## src/rtl/int_ctrl_pkg.sv

```systemverilog
package int_ctrl_pkg;
  localparam int unsigned SRC_COUNT  = 5;
  localparam int unsigned REG_WIDTH  = 8;
  localparam int unsigned ADDR_WIDTH = 4;
  localparam logic [3:0]  CTL_OFFSET = 4'hD;

  typedef enum int unsigned {
    SRC_TMR0   = 0,
    SRC_TMR1   = 1,
    SRC_ALARM  = 2,
    SRC_SERIAL = 3,
    SRC_EXTFLG = 4
  } src_idx_e;
endpackage

```

## src/rtl/int_ctrl_decode.sv

```systemverilog
module int_ctrl_decode #(
  parameter int unsigned     ADDR_W   = 4,
  parameter logic [ADDR_W-1:0] CTL_ADDR = 'hD
) (
  input  logic [ADDR_W-1:0] addr_i,
  input  logic              wr_i,
  input  logic              rd_i,
  output logic              wr_hit_o,
  output logic              rd_hit_o
);
  logic addr_match;
  assign addr_match = (addr_i == CTL_ADDR);
  assign wr_hit_o   = wr_i & addr_match;
  assign rd_hit_o   = rd_i & addr_match;
endmodule

```

## src/rtl/int_ctrl_mask.sv

```systemverilog
module int_ctrl_mask #(
  parameter int unsigned SRC_W = 5
) (
  input  logic             clk,
  input  logic             rst_n,
  input  logic             wr_hit_i,
  input  logic             set_mode_i,
  input  logic [SRC_W-1:0] sel_i,
  output logic [SRC_W-1:0] mask_q_o,
  output logic [SRC_W-1:0] mask_next_o
);
  function automatic logic [SRC_W-1:0] mask_update(
    input logic [SRC_W-1:0] cur,
    input logic             set_mode,
    input logic [SRC_W-1:0] sel
  );
    return set_mode ? (cur | sel) : (cur & ~sel);
  endfunction

  logic [SRC_W-1:0] mask_q;

  assign mask_next_o = wr_hit_i ? mask_update(mask_q, set_mode_i, sel_i) : mask_q;
  assign mask_q_o    = mask_q;

  always_ff @(posedge clk or negedge rst_n) begin
    if (!rst_n) mask_q <= '0;
    else        mask_q <= mask_next_o;
  end
endmodule

```

## src/rtl/int_ctrl_flags.sv

```systemverilog
module int_ctrl_flags #(
  parameter int unsigned SRC_W = 5
) (
  input  logic             clk,
  input  logic             rst_n,
  input  logic             clear_i,
  input  logic [SRC_W-1:0] src_i,
  output logic [SRC_W-1:0] flags_q_o,
  output logic [SRC_W-1:0] flags_next_o
);
  function automatic logic flag_step(
    input logic held,
    input logic clear,
    input logic event_in
  );
    return (held & ~clear) | event_in;
  endfunction

  logic [SRC_W-1:0] flags_q;

  for (genvar i = 0; i < SRC_W; i++) begin : g_flag
    assign flags_next_o[i] = flag_step(flags_q[i], clear_i, src_i[i]);
  end

  always_ff @(posedge clk or negedge rst_n) begin
    if (!rst_n) flags_q <= '0;
    else        flags_q <= flags_next_o;
  end

  assign flags_q_o = flags_q;
endmodule

```

## src/rtl/int_ctrl_req.sv

```systemverilog
module int_ctrl_req #(
  parameter int unsigned SRC_W = 5
) (
  input  logic             clk,
  input  logic             rst_n,
  input  logic             clear_i,
  input  logic [SRC_W-1:0] flags_next_i,
  input  logic [SRC_W-1:0] mask_next_i,
  output logic             summary_o,
  output logic             irq_n_o,
  output logic             req_fire_o
);
  function automatic logic summary_step(
    input logic             held,
    input logic             clear,
    input logic [SRC_W-1:0] flags,
    input logic [SRC_W-1:0] mask
  );
    return (held & ~clear) | (|(flags & mask));
  endfunction

  logic summary_q;
  logic summary_next;
  logic irq_n_q;

  assign summary_next = summary_step(summary_q, clear_i, flags_next_i, mask_next_i);
  assign req_fire_o   = summary_next & ~summary_q;

  always_ff @(posedge clk or negedge rst_n) begin
    if (!rst_n) begin
      summary_q <= 1'b0;
      irq_n_q   <= 1'b1;
    end else begin
      summary_q <= summary_next;
      irq_n_q   <= ~summary_next;
    end
  end

  assign summary_o = summary_q;
  assign irq_n_o   = irq_n_q;
endmodule

```

## src/rtl/int_ctrl_reg.sv

```systemverilog
module int_ctrl_reg
  import int_ctrl_pkg::*;
#(
  parameter int unsigned       SRC_W    = SRC_COUNT,
  parameter int unsigned       DATA_W   = REG_WIDTH,
  parameter int unsigned       ADDR_W   = ADDR_WIDTH,
  parameter logic [ADDR_W-1:0] CTL_ADDR = CTL_OFFSET
) (
  input  logic              clk,
  input  logic              rst_n,
  input  logic [SRC_W-1:0]  src_i,
  input  logic [ADDR_W-1:0] addr_i,
  input  logic              wr_i,
  input  logic              rd_i,
  input  logic [DATA_W-1:0] wdata_i,
  output logic [DATA_W-1:0] rdata_o,
  output logic              irq_n_o
);
  localparam int unsigned SUM_BIT = DATA_W - 1;
  localparam int unsigned PAD_W   = DATA_W - 1 - SRC_W;

  logic             wr_hit;
  logic             rd_hit;
  logic [SRC_W-1:0] mask_q;
  logic [SRC_W-1:0] mask_next;
  logic [SRC_W-1:0] flags_q;
  logic [SRC_W-1:0] flags_next;
  logic             summary_q;
  logic             req_fire;
  logic             wdata_unused;

  assign wdata_unused = &{1'b0, wdata_i[SUM_BIT-1:SRC_W]};

  int_ctrl_decode #(.ADDR_W(ADDR_W), .CTL_ADDR(CTL_ADDR)) u_decode (
    .addr_i   (addr_i),
    .wr_i     (wr_i),
    .rd_i     (rd_i),
    .wr_hit_o (wr_hit),
    .rd_hit_o (rd_hit)
  );

  int_ctrl_mask #(.SRC_W(SRC_W)) u_mask (
    .clk         (clk),
    .rst_n       (rst_n),
    .wr_hit_i    (wr_hit),
    .set_mode_i  (wdata_i[SUM_BIT]),
    .sel_i       (wdata_i[SRC_W-1:0]),
    .mask_q_o    (mask_q),
    .mask_next_o (mask_next)
  );

  int_ctrl_flags #(.SRC_W(SRC_W)) u_flags (
    .clk          (clk),
    .rst_n        (rst_n),
    .clear_i      (rd_hit),
    .src_i        (src_i),
    .flags_q_o    (flags_q),
    .flags_next_o (flags_next)
  );

  int_ctrl_req #(.SRC_W(SRC_W)) u_req (
    .clk          (clk),
    .rst_n        (rst_n),
    .clear_i      (rd_hit),
    .flags_next_i (flags_next),
    .mask_next_i  (mask_next),
    .summary_o    (summary_q),
    .irq_n_o      (irq_n_o),
    .req_fire_o   (req_fire)
  );

  assign rdata_o = rd_hit ? {summary_q, {PAD_W{1'b0}}, flags_q} : '0;
endmodule

```

## config.mk

```make
export PLATFORM = sky130hd
export DESIGN_NAME = int_ctrl_reg
export DESIGN_NICKNAME = d
export VERILOG_FILES = /design/src/rtl/int_ctrl_pkg.sv /design/src/rtl/int_ctrl_decode.sv /design/src/rtl/int_ctrl_mask.sv /design/src/rtl/int_ctrl_flags.sv /design/src/rtl/int_ctrl_req.sv /design/src/rtl/int_ctrl_reg.sv
export SDC_FILE = /design/constraint.sdc
export NUM_CORES = 1
export LEC_CHECK = 0
export ABC_AREA = 1
export BUFFER_PORTS_ARGS = -buffer_cell sky130_fd_sc_hd__buf_2
export CAP_MARGIN = 5
export CORE_MARGIN = 2
export CORE_UTILIZATION = 34
export DETAILED_ROUTE_END_ITERATION = 7
export SLEW_MARGIN = 10
export SYNTH_ARGS = -nofsm -noshare
export SYNTH_HDL_FRONTEND = slang
export SYNTH_SLANG_ARGS = --single-unit
```

## constraint.sdc

```tcl
create_clock -name clk -period 1.24 [get_ports clk]
set_clock_uncertainty 0.15 [all_clocks]
set_input_delay 0.248 -clock clk [delete_from_list [all_inputs] [get_ports clk]]
set_output_delay 0.248 -clock clk [all_outputs]
set_load 0.01 [all_outputs]
```

==> summary.md <==
| Metric | Value |
|---|---|
| Fillers | `roughly 190` |
| Total of max-cap violations | `0` |
| Final wirelength | `between 1000 and 1500 µm` |
| Pwr per Cell Area | `roughly 950 nW/µm²` |
| CTS Sinks | `12` |
| Setup crit end kind | `output pin` |
| GPL Wtd Cong | `~0.77` |
| Final Cycle Share | `105%` |
| Outcome | `complete, but fails checks` |
| CTS clock-pin slew for the worst setup and hold paths | `0.08 ns` |
| Warnings from Yosys | `0` |
| Switching share of power | `between 20% and 30%` |
| Worst stage delay on the critical path | `around 0.54 ns` |
| Worst slack, placed | `-0.247 ns` |
| Avg Inst Size Synth | `around 7.0 µm²` |
| DIE HEIGHT | `about 50 µm` |
| Clock tree root driver cell | `clkbuf_4` |
| Input/output buffers | `25` |
| Final setup violation count | `7` |
| CP max FO | `1` |
| Post-synth cell types | `17` |
| Post-DP Area | `870 µm²` |
| Min-delay worst type | `in -> reg` |
| Final hold vios | `0` |
| Flip-flop and latch count after synthesis | `12` |
| Family with the most delay on the worst path | `flip-flops` |
| Cell count after synthesis | `just over 100` |
| Initial Utilization | `36.2%` |
| Buf/Inv on CP | `1` |
| Net count, final | `~160` |
| Num CTS Buffers | `3` |
| Core area | `1980 µm²` |
| Antenna viol nets, final | `0` |
| Vias in the first global route | `616` |
| Mapped cell area | `between 700 and 800 µm²` |
| DRC Markers | `0` |
| Commonest non-fill, non-tap cell in the layout | `nand2_1` |
| H-tree level count | `1` |
| Slack of the critical path | `-0.0574 ns` |
| Cell chain of the critical path | `buf_6` |
| Peak Freq | `between 0.7 and 0.8 GHz` |
| Internal | `0.701 mW` |
| Fraction of layout cells with a size suffix above 1 | `~44%` |
| I/O pins | `30` |
| RSZ-0062 raised after global routing | `true` |
| 1st-iter DRT viols | `4` |
| Sw Pwr | `approximately 0.28 mW` |
| Hold slack | `roughly 0.033 ns` |
| Worst-skew pair later-pin latency | `approximately 0.27 ns` |
| CP max-delay cell | `dfstp_2` |
| CTS Buffer Depth | `2` |
| First-pass GRT wire length | `around 2500 µm` |
| Die Wd | `about 50 µm` |
| Initial antenna violation count | `0` |
| Worst VDD drop | `roughly 0.68 mV` |
| Ant. Diodes | `0` |
| Syn-to-layout area delta | `42.7%` |
| Vias per std cell | `between 4 and 5` |
| WL/cell | `slightly below 9 µm` |
| Crit path DAT | `approximately 0.9 ns` |
| Failing checks | `negative setup slack` |
| Final min period | `1.30 ns` |
| Combinational cell fraction of total power | `approximately 23%` |
| CTS tree | `yes` |
| Kind of critical path | `reg -> out` |
| Vias after detailed routing | `between 600 and 700` |
| Final Non-Filler Cells | `167` |
| P_leak | `between 0.6 and 0.7 nW` |
| Global route overflow | `0` |
| Max Slew Vio Count | `0` |
| DP Wirelength | `around 1000 µm` |
| Final TNS setup | `-0.215 ns` |
| TritonRoute pass-1 iters | `2` |
| Die Area | `2500 µm²` |
| Number of cell rows | `16` |
| Total track usage | `13.1%` |
| Pin count of the biggest net entering global routing | `13` |
| Commonest cells after routing, fill and taps aside | `nand2_1, buf_2, inv_1, nor2_1, dfrtp_1` |
| Startpoint types | `flip-flop` |
| Design Area, Final | `a little over 1000 µm²` |
| Register area share after synthesis | `a little over two fifths` |
| Clock share of power | `between 30% and 40%` |
| Sequential share of power | `45.5%` |
| Placed Cells | `between 150 and 200` |
| Worst Path Required | `~0.84 ns` |
## registers in the layout (all words and copies together) (netlist names)
register,count
u_mask.mask_q_o,5
u_req.summary_o,1
u_flags.flags_q_o,5
u_req.irq_n_o,1
## per-layer routing
| metal | track usage, % | vias to the layer above | wire [µm] |
|---|---|---|---|
| li1 | - | 371 | - |
| met1 | 15.8 | 282 | 624 |
| met2 | 21.1 | 16 | 737 |
| met3 | 2.73 | 2 | 72 |
| met4 | 8.33 | 0 | 22 |
| met5 | 0 | - | 0 |
## synth_stat cells
| cell | instances | area share, % |
|---|---|---|
| nand2_2 | 8 | 7.0 |
| nor2_1 | 14 | 7.3 |
| o21bai_2 | 2 | 3.1 |
| nor2_2 | 1 | 0.87 |
| dfstp_2 | 1 | 3.7 |
| nor2_4 | 1 | 1.6 |
| buf_6 | 1 | 1.6 |
| conb_1 | 1 | 0.52 |
| clkinv_1 | 1 | 0.52 |
| nand3_2 | 2 | 2.8 |
| dfrtp_1 | 11 | 38 |
| inv_1 | 20 | 10 |
| nand2_1 | 28 | 15 |
| o21ai_0 | 2 | 1.4 |
| inv_2 | 4 | 2.1 |
| buf_4 | 2 | 2.1 |
| nand3_1 | 3 | 2.1 |
## final timing paths
path	startpoint	end	slack, ns	cells after the start
max reg2reg	u_mask.mask_q_o[0]	u_req.summary_o	0.03	8
min	src_i[4]	u_flags.flags_q_o[4]	0.03	2
min reg2reg	u_flags.flags_q_o[3]	u_flags.flags_q_o[3]	0.36	2
max in group asynchronous	rst_n	u_req.irq_n_o	0.45	2
max	u_req.irq_n_o	irq_n_o	-0.06	1
min in group asynchronous	rst_n	u_mask.mask_q_o[4]	0.23	2
## power groups by stage
stage | Combinational, mW | Clock (mW) | Sequential, mW
after detailed placement | 0.195 | 0 | 0.452
after global routing | 0.257 | 0.330 | 0.449
final | 0.224 | 0.308 | 0.444
after CTS | 0.214 | 0.310 | 0.444
after floorplan | 0.134 | 0 | 0.448
after global placement | 0.190 | 0 | 0.451
## cell type report
type                    instances  area, µm²  area share, %
multi-input cells              64        338           33.0
flip-flops and latches         12        302           29.4
clock buffers                   4       36.3           3.54
repair buffers                 35        219           21.4
well taps                      27       33.8           3.30
inverters                      25       96.3           9.40
## timing repair
item	CTS	global route
gates cloned	1	0
hold buffers	1	0
gates resized for setup	5	7
setup buffers	6	1
setup endpoints to repair	7	9
endpoints found under the hold margin	12	0
pin swaps	8	2
## per-stage QoR
step           utilization [%]  power [mW]
6_report                  51.7       0.977
5_1_grt                   51.7        1.04
4_1_cts                   50.0       0.969
3_5_place_dp              43.9       0.647
3_3_place_gp              43.9       0.641
2_1_floorplan                -       0.582
## kinds of logic after synthesis
family,synth area share (%)
AOI/OAI and AO/OA,4.53
buffers and inverters,16.7
DFF,42.0
other,0.522
and+or+nand+nor,36.2
No activity file was read; power rests on OpenSTA's default activity.
